### src/rtl/burst_col_pkg.sv
package burst_col_pkg;

  localparam logic [2:0] LEN_ONE   = 3'd0;
  localparam logic [2:0] LEN_TWO   = 3'd1;
  localparam logic [2:0] LEN_FOUR  = 3'd2;
  localparam logic [2:0] LEN_EIGHT = 3'd3;
  localparam logic [2:0] LEN_ROW   = 3'd7;

  typedef struct packed {
    logic [1:0] shift;  // log2 of bounded length
    logic       row;    // full-row burst
    logic       bad;    // reserved code seen
  } len_info_t;

  function automatic len_info_t decode_len(input logic [2:0] code);
    len_info_t r;
    r = '{shift: 2'd0, row: 1'b0, bad: 1'b0};
    case (code)
      LEN_ONE:   r.shift = 2'd0;
      LEN_TWO:   r.shift = 2'd1;
      LEN_FOUR:  r.shift = 2'd2;
      LEN_EIGHT: r.shift = 2'd3;
      LEN_ROW:   r.row   = 1'b1;
      default:   r.bad   = 1'b1;
    endcase
    return r;
  endfunction

endpackage

### src/rtl/burst_col_lendec.sv
module burst_col_lendec
  import burst_col_pkg::*;
#(
  parameter int COL_W = 9
) (
  input  logic [2:0]       code,
  input  logic             il_req,
  output logic [COL_W-1:0] mask,
  output logic             il_eff,
  output logic             row,
  output logic             bad
);
  function automatic logic [COL_W-1:0] make_mask(input logic [1:0] sh, input logic pg);
    if (pg) return '1;
    return (COL_W'(1) << sh) - COL_W'(1);
  endfunction

  len_info_t info;

  always_comb begin
    info   = decode_len(code);
    mask   = make_mask(info.shift, info.row);
    row    = info.row;
    bad    = info.bad;
    il_eff = il_req & ~info.row;   // full-row bursts count upward only
  end
endmodule

### src/rtl/burst_col_beatctr.sv
module burst_col_beatctr #(
  parameter int COL_W = 9
) (
  input  logic             clk,
  input  logic             rst_n,
  input  logic             load,
  input  logic             halt,
  input  logic [COL_W-1:0] run_mask,
  input  logic             run_row,
  output logic [COL_W-1:0] beat_cnt,
  output logic             beat_valid,
  output logic             beat_last
);
  assign beat_last = beat_valid & ~run_row & (beat_cnt == run_mask);

  always_ff @(posedge clk or negedge rst_n) begin
    if (!rst_n) begin
      beat_cnt   <= '0;
      beat_valid <= 1'b0;
    end else if (load) begin
      beat_cnt   <= '0;
      beat_valid <= 1'b1;
    end else if (halt || beat_last) begin
      beat_valid <= 1'b0;
    end else if (beat_valid) begin
      beat_cnt   <= beat_cnt + COL_W'(1);  // wraps over the row in full-row mode
    end
  end
endmodule

### src/rtl/burst_col_addrgen.sv
module burst_col_addrgen #(
  parameter int COL_W = 9
) (
  input  logic [COL_W-1:0] base,
  input  logic [COL_W-1:0] cnt,
  input  logic [COL_W-1:0] mask,
  input  logic             il,
  output logic [COL_W-1:0] col
);
  function automatic logic [COL_W-1:0] beat_col(
    input logic [COL_W-1:0] b, input logic [COL_W-1:0] c,
    input logic [COL_W-1:0] m, input logic x);
    logic [COL_W-1:0] off;
    off = x ? (b ^ c) : (b + c);
    return (b & ~m) | (off & m);
  endfunction

  assign col = beat_col(base, cnt, mask, il);
endmodule

### src/rtl/burst_col_seq.sv
module burst_col_seq #(
  parameter int COL_W = 9
) (
  input  logic             clk,
  input  logic             rst_n,
  input  logic             start,
  input  logic [COL_W-1:0] start_col,
  input  logic [2:0]       len_code,
  input  logic             interleave,
  input  logic             stop,
  output logic [COL_W-1:0] col_out,
  output logic             col_valid,
  output logic             col_last,
  output logic             len_err
);
  logic [COL_W-1:0] dec_mask, run_mask, run_base, beat_cnt;
  logic             dec_il, dec_row, dec_bad;
  logic             run_il, run_row;

  burst_col_lendec #(.COL_W(COL_W)) u_dec (
    .code(len_code), .il_req(interleave),
    .mask(dec_mask), .il_eff(dec_il), .row(dec_row), .bad(dec_bad));

  always_ff @(posedge clk or negedge rst_n) begin
    if (!rst_n) begin
      run_base <= '0;
      run_mask <= '0;
      run_il   <= 1'b0;
      run_row  <= 1'b0;
      len_err  <= 1'b0;
    end else if (start) begin
      run_base <= start_col;
      run_mask <= dec_mask;
      run_il   <= dec_il;
      run_row  <= dec_row;
      len_err  <= dec_bad;
    end
  end

  burst_col_beatctr #(.COL_W(COL_W)) u_ctr (
    .clk(clk), .rst_n(rst_n), .load(start), .halt(stop),
    .run_mask(run_mask), .run_row(run_row),
    .beat_cnt(beat_cnt), .beat_valid(col_valid), .beat_last(col_last));

  burst_col_addrgen #(.COL_W(COL_W)) u_gen (
    .base(run_base), .cnt(beat_cnt), .mask(run_mask), .il(run_il), .col(col_out));
endmodule

### config.mk
export PLATFORM = sky130hd
export DESIGN_NAME = burst_col_seq
export DESIGN_NICKNAME = d
export VERILOG_FILES = /design/src/rtl/burst_col_pkg.sv /design/src/rtl/burst_col_lendec.sv /design/src/rtl/burst_col_beatctr.sv /design/src/rtl/burst_col_addrgen.sv /design/src/rtl/burst_col_seq.sv
export SDC_FILE = /design/constraint.sdc
export NUM_CORES = 1
export LEC_CHECK = 0
export BUFFER_PORTS_ARGS = -buffer_cell sky130_fd_sc_hd__buf_2
export CORE_MARGIN = 3
export CORE_UTILIZATION = 55
export CTS_BUF_LIST = sky130_fd_sc_hd__clkbuf_16
export DETAILED_ROUTE_END_ITERATION = 16
export PLACE_DENSITY_LB_ADDON = 0.3
export SETUP_SLACK_MARGIN = 0.2
export SLEW_MARGIN = 10
export SYNTH_ARGS = -nofsm -noshare
export SYNTH_HDL_FRONTEND = slang
export SYNTH_SLANG_ARGS = --single-unit
### constraint.sdc
create_clock -name clk -period 2.7 [get_ports clk]
set_input_delay 0.27 -clock clk [delete_from_list [all_inputs] [get_ports clk]]
set_output_delay 0.27 -clock clk [all_outputs]
set_load 0.02 [all_outputs]
==> metrics.md, run 1 <==
| Metric | Value |
|---|---|
| CTS clock-pin slew for the worst setup and hold paths | `0.06 ns` |
| Switching share of total power | `0.297` |
| Synthesis-stage register bit count | `25` |
| TNS Setup | `0 ns` |
| Post-synth EDFFs | `0` |
| Hold slack | `-0.00479 ns` |
| Library cells used by synthesis | `32` |
| Core footprint | `around 2600 µm²` |
| Worst setup margin | `0.124 ns` |
| GR Util All Layers | `0.214` |
| Status | `complete, but fails checks` |
| CTS root buffer | `clkbuf_16` |
| Hold_buf cts | `0` |
| Met3 wire length | `118 µm` |
| Mapped Area | `between 1500 and 2000 µm²` |
| Clk sink count | `25` |
| Util after Layout | `0.737` |
| Skew-Pair Late Insertion Delay | `0.26 ns` |
| IO Count | `29` |
| Largest area contributor in the netlist | `dfrtp_1` |
| Initial antenna violation count | `0` |
| Critical Path AT | `2.31 ns` |
| CTS HTree Levels | `1` |
| Cts bufs inserted | `3` |
| Syn Area/Cell | `9.35 µm²` |
| DR top layer | `met4` |
| DP Worst Slack | `0.255 ns` |
| Final cell count without fillers | `around 230` |
| Clock power frac | `0.332` |
| GP Congestion | `0.820` |
| Tightest Pin Transition | `0.564 ns` |
| Vias in the first global route | `1,283` |
| Layout cells sized above 1 | `0.281` |
| Starting Density | `0.600` |
| Most frequent cells in the layout | `buf_2, dfrtp_1, nor2_1` |
| Die X | `59.1 µm` |
| Metal-1 WL | `1.52 mm` |
| DRT Pass-1 Iters | `4` |
| Class of the most critical setup path | `flop to output pin` |
| Pleak | `0.887 nW` |
| Syn Nets | `193` |
| Area growth from synthesis to layout | `23.0%` |
| I/O Buffers | `28` |
| Min cycle time layout | `2.58 ns` |
| Final Slew Violations | `0` |
| Post-route DRC | `0` |
| DRT Wirelength | `~3.5 mm` |
| Worst min-delay path class | `input port to async pin` |
| Final nets | `227` |
| DR WL met2 | `~1.8 mm` |
| RSZ-0062 raised after global routing | `true` |
| Final hold viol count | `11` |
| TritonCTS clock tree | `built` |
| Sequential share of the synthesized area | `0.403` |
| Vias/cell | `5.52` |
| DPL Wire Length | `2.39 mm` |
| Post-synthesis async set-or-reset flop share | `1.00` |
| Total number of vias | `1,264` |
| Top cells by area, synth | `dfrtp_1, ha_1, xor2_1` |
| Combinational fraction of design power | `0.242` |
| Element type at the critical path start | `flop` |
| Max cap viols | `0` |
| Rel. slew slack | `0.624` |
| First-pass GRT wire length | `5.60 mm` |
| Failing checks | `hold timing` |
| Pint | `0.710 mW` |
| Worst Path Required | `2.43 ns` |
| Row count | `18` |
| Largest net degree at the start of global routing | `32` |
| Antenna Nets Post-Route | `0` |
| Antenna cells | `0` |
| Mapped Cells | `166` |
| Reg power frac | `0.427` |
| Dpl cells | `221` |
| Psw | `around 0.3 mW` |
| Critical Path Start | `u_ctr.beat_cnt[0]` |
| Final Setup Violations | `0` |
| Die height | `between 50 and 60 µm` |
| Die area | `3500 µm²` |
| Critical Path Sink Type | `output pin` |
| Maximum VDD drop | `~500 µV` |
| Period utilization | `0.954` |
| Bufs on Longest Clock Path | `2` |
| DR WL/cell | `15.4 µm` |
| Top_reg_cell synth | `dfrtp_1` |
| Crit-path max FO | `2` |
| Clock Skew | `0.00389 ns` |
| Overall Power | `1.01 mW` |
| Max Clk Rate | `388 MHz` |
| Drt initial violations | `51` |
| FF-to-FF Start | `run_mask[6]` |
| Global route overflow | `0` |
| Cell area power density | `529 nW/µm²` |
| Ys Warns | `0` |
| Top cell type's share of synthesized area | `0.403` |
## power by group through the flow
stage | logic [mW] | clock network [mW] | registers (mW)
after global placement | 0.212 | 0 | 0.433
after CTS | 0.231 | 0.340 | 0.428
after detailed placement | 0.219 | 0 | 0.435
after global routing | 0.269 | 0.351 | 0.436
final | 0.244 | 0.335 | 0.432
after floorplan | 0.145 | 0 | 0.433
## state kept, by name (all words and copies together), names as in the netlist
signal and count:
run_base 9, u_ctr.beat_cnt 9, run_mask 4, u_ctr.beat_valid 1, run_il 1, len_err 1
## metrics by stage
step           area [µm²]  hold WS [ns]
2_1_floorplan        1550       -0.0256
3_3_place_gp         1720         0.284
3_5_place_dp         1720         0.300
4_1_cts              1840        0.0200
5_1_grt              1910        0.0387
6_report             1910      -0.00479
## worst paths after layout
path	slack, ns	cells past startpoint	end
worst min-delay path	-0.005	1	run_il
min in group clk	0.22	2	run_base[0]
worst min register to register	0.53	1	run_base[7]
max in group asynchronous	2.30	1	u_ctr.beat_cnt[1]
worst max-delay path	0.12	10	col_out[8]
worst max register to register	0.73	6	u_ctr.beat_cnt[3]
## critical path: stages (launching register included)
cell and delay, ns:
dfrtp_1 0.36, ha_2 0.20, inv_2 0.04, fa_2 0.33, nand2b_4 0.16, a21oi_4 0.12
o21ai_2 0.08, a31oi_1 0.18, mux2i_1 0.24, xor2_1 0.15, buf_4 0.15
## routing by layer
metal	up-vias	track usage
met5	-	0
met4	0	0.117
met3	10	0.0327
met2	26	0.374
met1	594	0.250
li1	634	-
## cell type report
class / count / area [µm²]
Clock buffer: 3 / 75.1
Multi-Input combinational cell: 125 / 932
Fill cell: 195 / 681
Inverter: 12 / 45.0
Tap cell: 30 / 37.5
Clock inverter: 1 / 5.00
Sequential cell: 25 / 627
Timing Repair Buffer: 33 / 188
## logic make-up after synthesis
group,after synthesis,synth area share
multiplexers,12,0.0854
XOR/XNOR,18,0.102
flip-flops,25,0.403
buffers and inverters,16,0.0387
AO/OA/AOI/OAI,35,0.127
AND/OR/NAND/NOR,50,0.160
adder cells (fa/ha/maj),10,0.0854
## what timing repair did
item                                    in CTS  in global routing
cloned                                       0                  0
buffers inserted                             2                  2
pin swaps                                    4                  3
resized for setup                            7                 11
endpoints found under the setup margin       3                  5
## cells in the mapped netlist (3+ instances only)
cell type and count:
nor2_1 21, nand3_1 5, nand2b_1 4, mux2_1 6, o21ai_1 3, o21ai_0 10, ha_1 9, xnor2_1 7
nand4_1 4, nand2_1 10, inv_1 12, dfrtp_1 25, a21oi_1 13, xor2_1 11, mux2_2 4
Power figures use the tool's default switching activity.
==> run 2, diff against run 1 <==
==> constraint.sdc (replaced) <==
create_clock -name clk -period 2.7 [get_ports clk]
set_input_delay 0.405 -clock clk [delete_from_list [all_inputs] [get_ports clk]]
set_output_delay 0.405 -clock clk [all_outputs]
set_load 0.02 [all_outputs]
==> run 2 against run 1 <==
Compared with the run above:
- the flow finishes with violations (setup timing)
- sequential power hardly changed
- sequential share of layout area is 1.4 points lower
- combinational power is 8.2% higher
- worst setup slack worse by 0.12 ns
- routed wire length is 10% higher
- critical path type unchanged
- largest cell class unchanged
==> metrics.md, run 2 (synthesized netlist as in run 1, its figures left out) <==
| Metric | Value |
|---|---|
| Status | `complete, but fails checks` |
| Failing checks | `setup timing` |
| RSZ-0062 raised after global routing | `true` |
| GR Util All Layers | `0.219 (+0.00451)` |
| Finished layout cell area | `1990 µm² (+4.3%)` |
| Bufs on Longest Clock Path | `2 (unchanged)` |
| CTS HTree Levels | `1 (unchanged)` |
| GP Congestion | `0.810 (-1.3%)` |
| Final hold viol count | `0 (-11)` |
| Min cycle time layout | `2.70 ns (+0.124 ns)` |
| Most frequent cells in the layout | `dfrtp_1, buf_2, nor2_1` |
| Period utilization | `1.00 (+0.0461)` |
| Critical Path AT | `2.30 ns (about the same)` |
| Die area | `3500 µm² (unchanged)` |
| Die height | `59.1 µm (unchanged)` |
| Clock Skew | `0.00163 ns (-0.00226 ns)` |
| Util after Layout | `0.769 (+0.0319)` |
| Worst Path Required | `2.30 ns (-0.13 ns)` |
| Row count | `18 (unchanged)` |
| Core footprint | `2590 µm² (unchanged)` |
| Cts bufs inserted | `3 (unchanged)` |
| Max Clk Rate | `370 MHz (-4.6%)` |
| Reg-to-reg endpoint | `u_ctr.beat_cnt[3]` |
| Cell area power density | `516 nW/µm² (-2.6%)` |
| FF-to-FF Start | `run_mask[6]` |
| Largest regs | `run_base x9, u_ctr.beat_cnt x9, run_mask x4` |
| Vias in the first global route | `1,293 (+0.78%)` |
| Area growth from synthesis to layout | `28.3%` |
| Hold_buf cts | `0 (unchanged)` |
| Crit-path max FO | `2 (unchanged)` |
| Setup slack, reg-to-reg | `0.73 ns (about the same)` |
| CTS clock-pin slew for the worst setup and hold paths | `0.06 ns (about the same)` |
| Post-route DRC | `0 (unchanged)` |
| Fillers | `156 (-20%)` |
| Die X | `59.1 µm (unchanged)` |
| TritonCTS clock tree | `built` |
| TNS Setup | `-0.000875 ns (-0.000875 ns)` |
| DPL Wire Length | `2.39 mm (about the same)` |
| Tightest Pin Transition | `0.583 ns (+0.0189 ns)` |
| Final Setup Violations | `1 (+1)` |
| Initial antenna violation count | `0 (unchanged)` |
| Total number of vias | `1,354 (+7.1%)` |
| Starting Density | `0.600 (unchanged)` |
| Element type at the critical path start | `flop` |
| First-pass GRT wire length | `5.73 mm (+2.5%)` |
| Maximum VDD drop | `453 µV (-8.2%)` |
| Placed Area | `1740 µm² (+1.1%)` |
| Worst min-delay path class | `input port to async pin` |
| Antenna cells | `0 (unchanged)` |
| I/O Buffers | `28 (unchanged)` |
| Max cap viols | `0 (unchanged)` |
| Vias/cell | `5.86 (+6.2%)` |
| CTS root buffer | `clkbuf_16` |
| Layout cells sized above 1 | `0.313 (+0.0320)` |
| DR WL/cell | `16.8 µm (+9.1%)` |
| Final nets | `229 (+0.88%)` |
| DRT Wirelength | `3.89 mm (+10%)` |
| Worst setup margin | `-0.000875 ns (-0.124 ns)` |
| IO Count | `29 (unchanged)` |
| Pleak | `0.913 nW (+3.0%)` |
| DRT Pass-1 Iters | `4 (unchanged)` |
| Critical path endpoint | `col_out[8]` |
| Global route overflow | `0 (unchanged)` |
| Drt initial violations | `62 (+22%)` |
| Commonest non-fill, non-tap cell in the layout | `dfrtp_1` |
| Largest net degree at the start of global routing | `32 (unchanged)` |
| Class of the most critical setup path | `flop to output pin` |
| Critical Path Start | `run_base[0]` |
| Skew-Pair Late Insertion Delay | `0.26 ns (about the same)` |
| Critical Path Sink Type | `output pin` |
| Register-to-Register Path Depth | `6 (unchanged)` |
| Final Slew Violations | `0 (unchanged)` |
| Rel. slew slack | `0.611 (-0.0126)` |
| Antenna Nets Post-Route | `0 (unchanged)` |
| Clk sink count | `25 (unchanged)` |
-- run 2: layout make-up --
cell class | count | area [µm²] | area share
tap | 30 | 37.5 | 0.0188
sequential | 25 | 627 | 0.315
clock buffer | 3 | 75.1 | 0.0377
inverter | 12 | 45.0 | 0.0226
clock inverter | 1 | 3.75 | 0.00188
multi-input combinational | 125 | 991 | 0.497
timing repair buffer | 35 | 213 | 0.107
-- run 2: repair_timing --
| action | CTS | global route |
|---|---|---|
| buffers inserted | 2 | 3 |
| pin swaps | 5 | 12 |
| gates resized for setup | 12 | 14 |
| setup endpoints to repair | 5 | 5 |
-- run 2: metrics by stage --
step	power, mW	setup slack (ns)	std cells	hold WS (ns)
3_3_place_gp	0.648	0.148	222	0.421
6_report	1.03	-0.000875	231	0.139
3_5_place_dp	0.656	0.0566	222	0.442
2_1_floorplan	0.580	0.206	166	0.109
5_1_grt	1.08	-0.0726	231	0.169
4_1_cts	1.01	-0.101	228	0.162
-- run 2: worst min path at each step --
stage                     slack [ns]     endpoint  depth (start not counted)   from
after floorplan                 0.11      len_err                          0  rst_n
after global placement          0.42  run_mask[6]                          1  rst_n
after detailed placement        0.44  run_mask[6]                          1  rst_n
after CTS                       0.16  run_mask[6]                          1  rst_n
after global routing            0.17  run_mask[6]                          1  rst_n
final                           0.14  run_base[5]                          1  rst_n
-- run 2: worst max-delay path, stage by stage (launching register included) --
cell and delay, ns:
dfrtp_1 0.38, ha_4 0.15, inv_2 0.03, fa_2 0.34, nand2b_4 0.16, a21oi_2 0.13, o21ai_2 0.08, a31oi_2 0.17
mux2i_2 0.29, xor2_2 0.17, buf_6 0.13
-- run 2: metal layers --
metal	global-route usage	routed length, µm	share of wire	up-vias
met5	0	0	0	-
li1	-	-	-	638
met2	0.401	1990	0.51	46
met4	0.0906	149	0.038	0
met3	0.0349	156	0.040	16
met1	0.250	1600	0.41	654
-- run 2: power breakdown --
group	switching, mW	leakage, nW	total, mW	internal [mW]
sequential	0.0318	0.316	0.433	0.401
clock	0.132	0.0423	0.331	0.198
combinational	0.144	0.554	0.264	0.120
==> run 3, diff against run 2 <==
Settings changed: CORE_UTILIZATION 55 to 59.
Clock period 2.7 ns to 3.4 ns, I/O delays scaled along.
==> run 3 against run 2 <==
Compared with the run above:
- the flow now finishes without violations
- design area is 8.7% lower
- sequential power is 21% lower
- clock skew hardly changed
- highest routed layer unchanged
- sequential cell count stayed put
- worst hold slack better by 0.10 ns
- non-clock buffer count is 5 lower
- cell count is 3.0% lower
==> metrics.md, run 3 (synthesized netlist as in run 1, its figures left out) <==
| Metric | Value |
|---|---|
| Status | `completed` |
| Element type at the critical path start | `flop` |
| Worst setup margin | `0.388 ns (+0.389 ns)` |
| DP Worst Slack | `0.544 ns (+0.488 ns)` |
| Largest net degree at the start of global routing | `32 (unchanged)` |
| Final Setup Violations | `0 (-1)` |
| Starting Density | `0.658 (+0.0581)` |
| Finished layout cell area | `1820 µm² (-8.7%)` |
| DRT Wirelength | `3.50 mm (-10%)` |
| Post-route DRC | `0 (unchanged)` |
| Clock Skew | `0.00186 ns (+0.000231 ns)` |
| CTS clock-pin slew for the worst setup and hold paths | `0.06 ns (about the same)` |
| Vias/cell | `5.89 (+0.46%)` |
| Final nets | `224 (-2.2%)` |
| Util after Layout | `0.770 (+0.000923)` |
| Row count | `17 (-1)` |
| Pleak | `0.858 nW (-6.0%)` |
| Psw | `0.232 mW (-25%)` |
| Antenna cells | `0 (unchanged)` |
| Min cycle time layout | `between 3 and 4 ns` |
| DRT Pass-1 Iters | `4 (unchanged)` |
| Cts bufs inserted | `3 (unchanged)` |
| Overall Power | `0.787 mW (-23%)` |
| Cell area power density | `433 nW/µm² (-16%)` |
| Class of the most critical setup path | `flop to output pin` |
| TNS Setup | `0 ns (+0.000875 ns)` |
| IO Count | `29 (unchanged)` |
| DR WL/cell | `15.6 µm (-7.2%)` |
| Vias in the first global route | `1,276 (-1.3%)` |
| Global route overflow | `0 (unchanged)` |
| Worst min-delay path class | `input port to async pin` |
| Total number of vias | `1,319 (-2.6%)` |
| RSZ-0062 raised after global routing | `false` |
| Final hold viol count | `0 (unchanged)` |
| Max cap viols | `0 (unchanged)` |
| Clk sink count | `25 (unchanged)` |
| Area growth from synthesis to layout | `17.1%` |
| Hold slack | `0.240 ns (+0.102 ns)` |
| Crit path max-delay family | `adder cells` |
| Crit-path max FO | `7 (+5)` |
| Combinational fraction of design power | `0.227 (-0.030)` |
| Core footprint | `2360 µm² (-8.8%)` |
| GR Util All Layers | `0.234 (+0.0152)` |
| Max Clk Rate | `332 MHz` |
| Largest regs | `run_base x9, u_ctr.beat_cnt x9, run_mask x4` |
| Initial antenna violation count | `0 (unchanged)` |
| TritonCTS clock tree | `built` |
| I/O Buffers | `28 (unchanged)` |
| Layout cells sized above 1 | `0.224 (-0.0889)` |
| CTS root buffer | `clkbuf_16` |
| Skew-Pair Late Insertion Delay | `0.26 ns (about the same)` |
| Reg power frac | `0.437 (+0.015)` |
| Maximum VDD drop | `402 µV (-11%)` |
| Bufs on Longest Clock Path | `2 (unchanged)` |
| Switching share of total power | `0.295 (-0.00501)` |
| Crit path max-delay cell type | `dfrtp_2` |
| Final cell count without fillers | `224 (-3.0%)` |
| Dpl cells | `218 (-1.8%)` |
| Pint | `0.555 mW (-23%)` |
| Critical Path Sink Type | `output pin` |
| Crit-path max cell delay | `0.43 ns (+0.05 ns)` |
| Die area | `3280 µm² (-6.1%)` |
| DPL Wire Length | `2.43 mm (+1.7%)` |
| Die height | `57.3 µm (-3.1%)` |
| Drt initial violations | `53 (-15%)` |
| First-pass GRT wire length | `5.94 mm (+3.6%)` |
| Commonest non-fill, non-tap cell in the layout | `buf_2` |
| Antenna Nets Post-Route | `0 (unchanged)` |
| Crit path buffers/inverters | `2 (unchanged)` |
| CTS HTree Levels | `1 (unchanged)` |
| Tightest Pin Transition | `0.575 ns (-0.00835 ns)` |
| Most frequent cells in the layout | `buf_2, dfrtp_1, nor2_1` |
| GP Congestion | `0.849 (+4.8%)` |
| Clock power frac | `0.335 (+0.013)` |
| Final Slew Violations | `0 (unchanged)` |
| Die X | `57.3 µm (-3.1%)` |
| Sequence of cells on the critical path | `ha_2 > inv_1 > fa_1 > nand2b_1 > a21oi_2 > o21ai_1 > a31oi_1 > mux2i_1 > xor2_1 > buf_4` |
| Rel. slew slack | `0.617 (+0.00557)` |
| Period utilization | `0.886` |
| Critical Path AT | `2.50 ns (+0.20 ns)` |
| Worst Path Required | `2.89 ns (+0.59 ns)` |
| Placed Area | `1710 µm² (-1.7%)` |
run 3: path summary, 6_finish.rpt:
check / start / endpoint / slack [ns] / depth (start not counted)
max: u_ctr.beat_cnt[0] / col_out[8] / 0.39 / 10
min in group clk: start_col[1] / run_base[1] / 0.45 / 3
max in group asynchronous: rst_n / u_ctr.beat_cnt[0] / 2.74 / 1
max reg2reg: run_mask[6] / u_ctr.beat_cnt[3] / 1.42 / 6
min: rst_n / run_base[5] / 0.24 / 1
min reg2reg: run_base[8] / run_base[8] / 0.51 / 1
run 3: power groups by stage:
stage	logic, mW	registers (mW)	clock network, mW
final	0.179	0.344	0.264
after global routing	0.198	0.347	0.278
after CTS	0.171	0.343	0.266
after detailed placement	0.169	0.349	0
after global placement	0.162	0.346	0
after floorplan	0.115	0.344	0
run 3: layout make-up:
class,count,area (µm²)
Fill cell,174,543
Multi-Input combinational cell,125,873
Clock inverter,1,5.00
Timing Repair Buffer,30,158
Clock buffer,3,75.1
Inverter,12,45.0
Sequential cell,25,627
Tap cell,28,35.0
run 3: per-layer routing:
| metal | up-vias | global-route usage | wire length [µm] |
|---|---|---|---|
| met2 | 42 | 0.400 | 1760 |
| met3 | 9 | 0.0317 | 163 |
| li1 | 628 | - | - |
| met4 | 0 | 0.103 | 80 |
| met1 | 640 | 0.295 | 1500 |
| met5 | - | 0 | 0 |
run 3: what timing repair did:
action | in CTS | in global routing
hold buffers | 0 | 0
setup buffers | 0 | 2
gates resized for setup | 0 | 4
setup endpoints to repair | 0 | 2
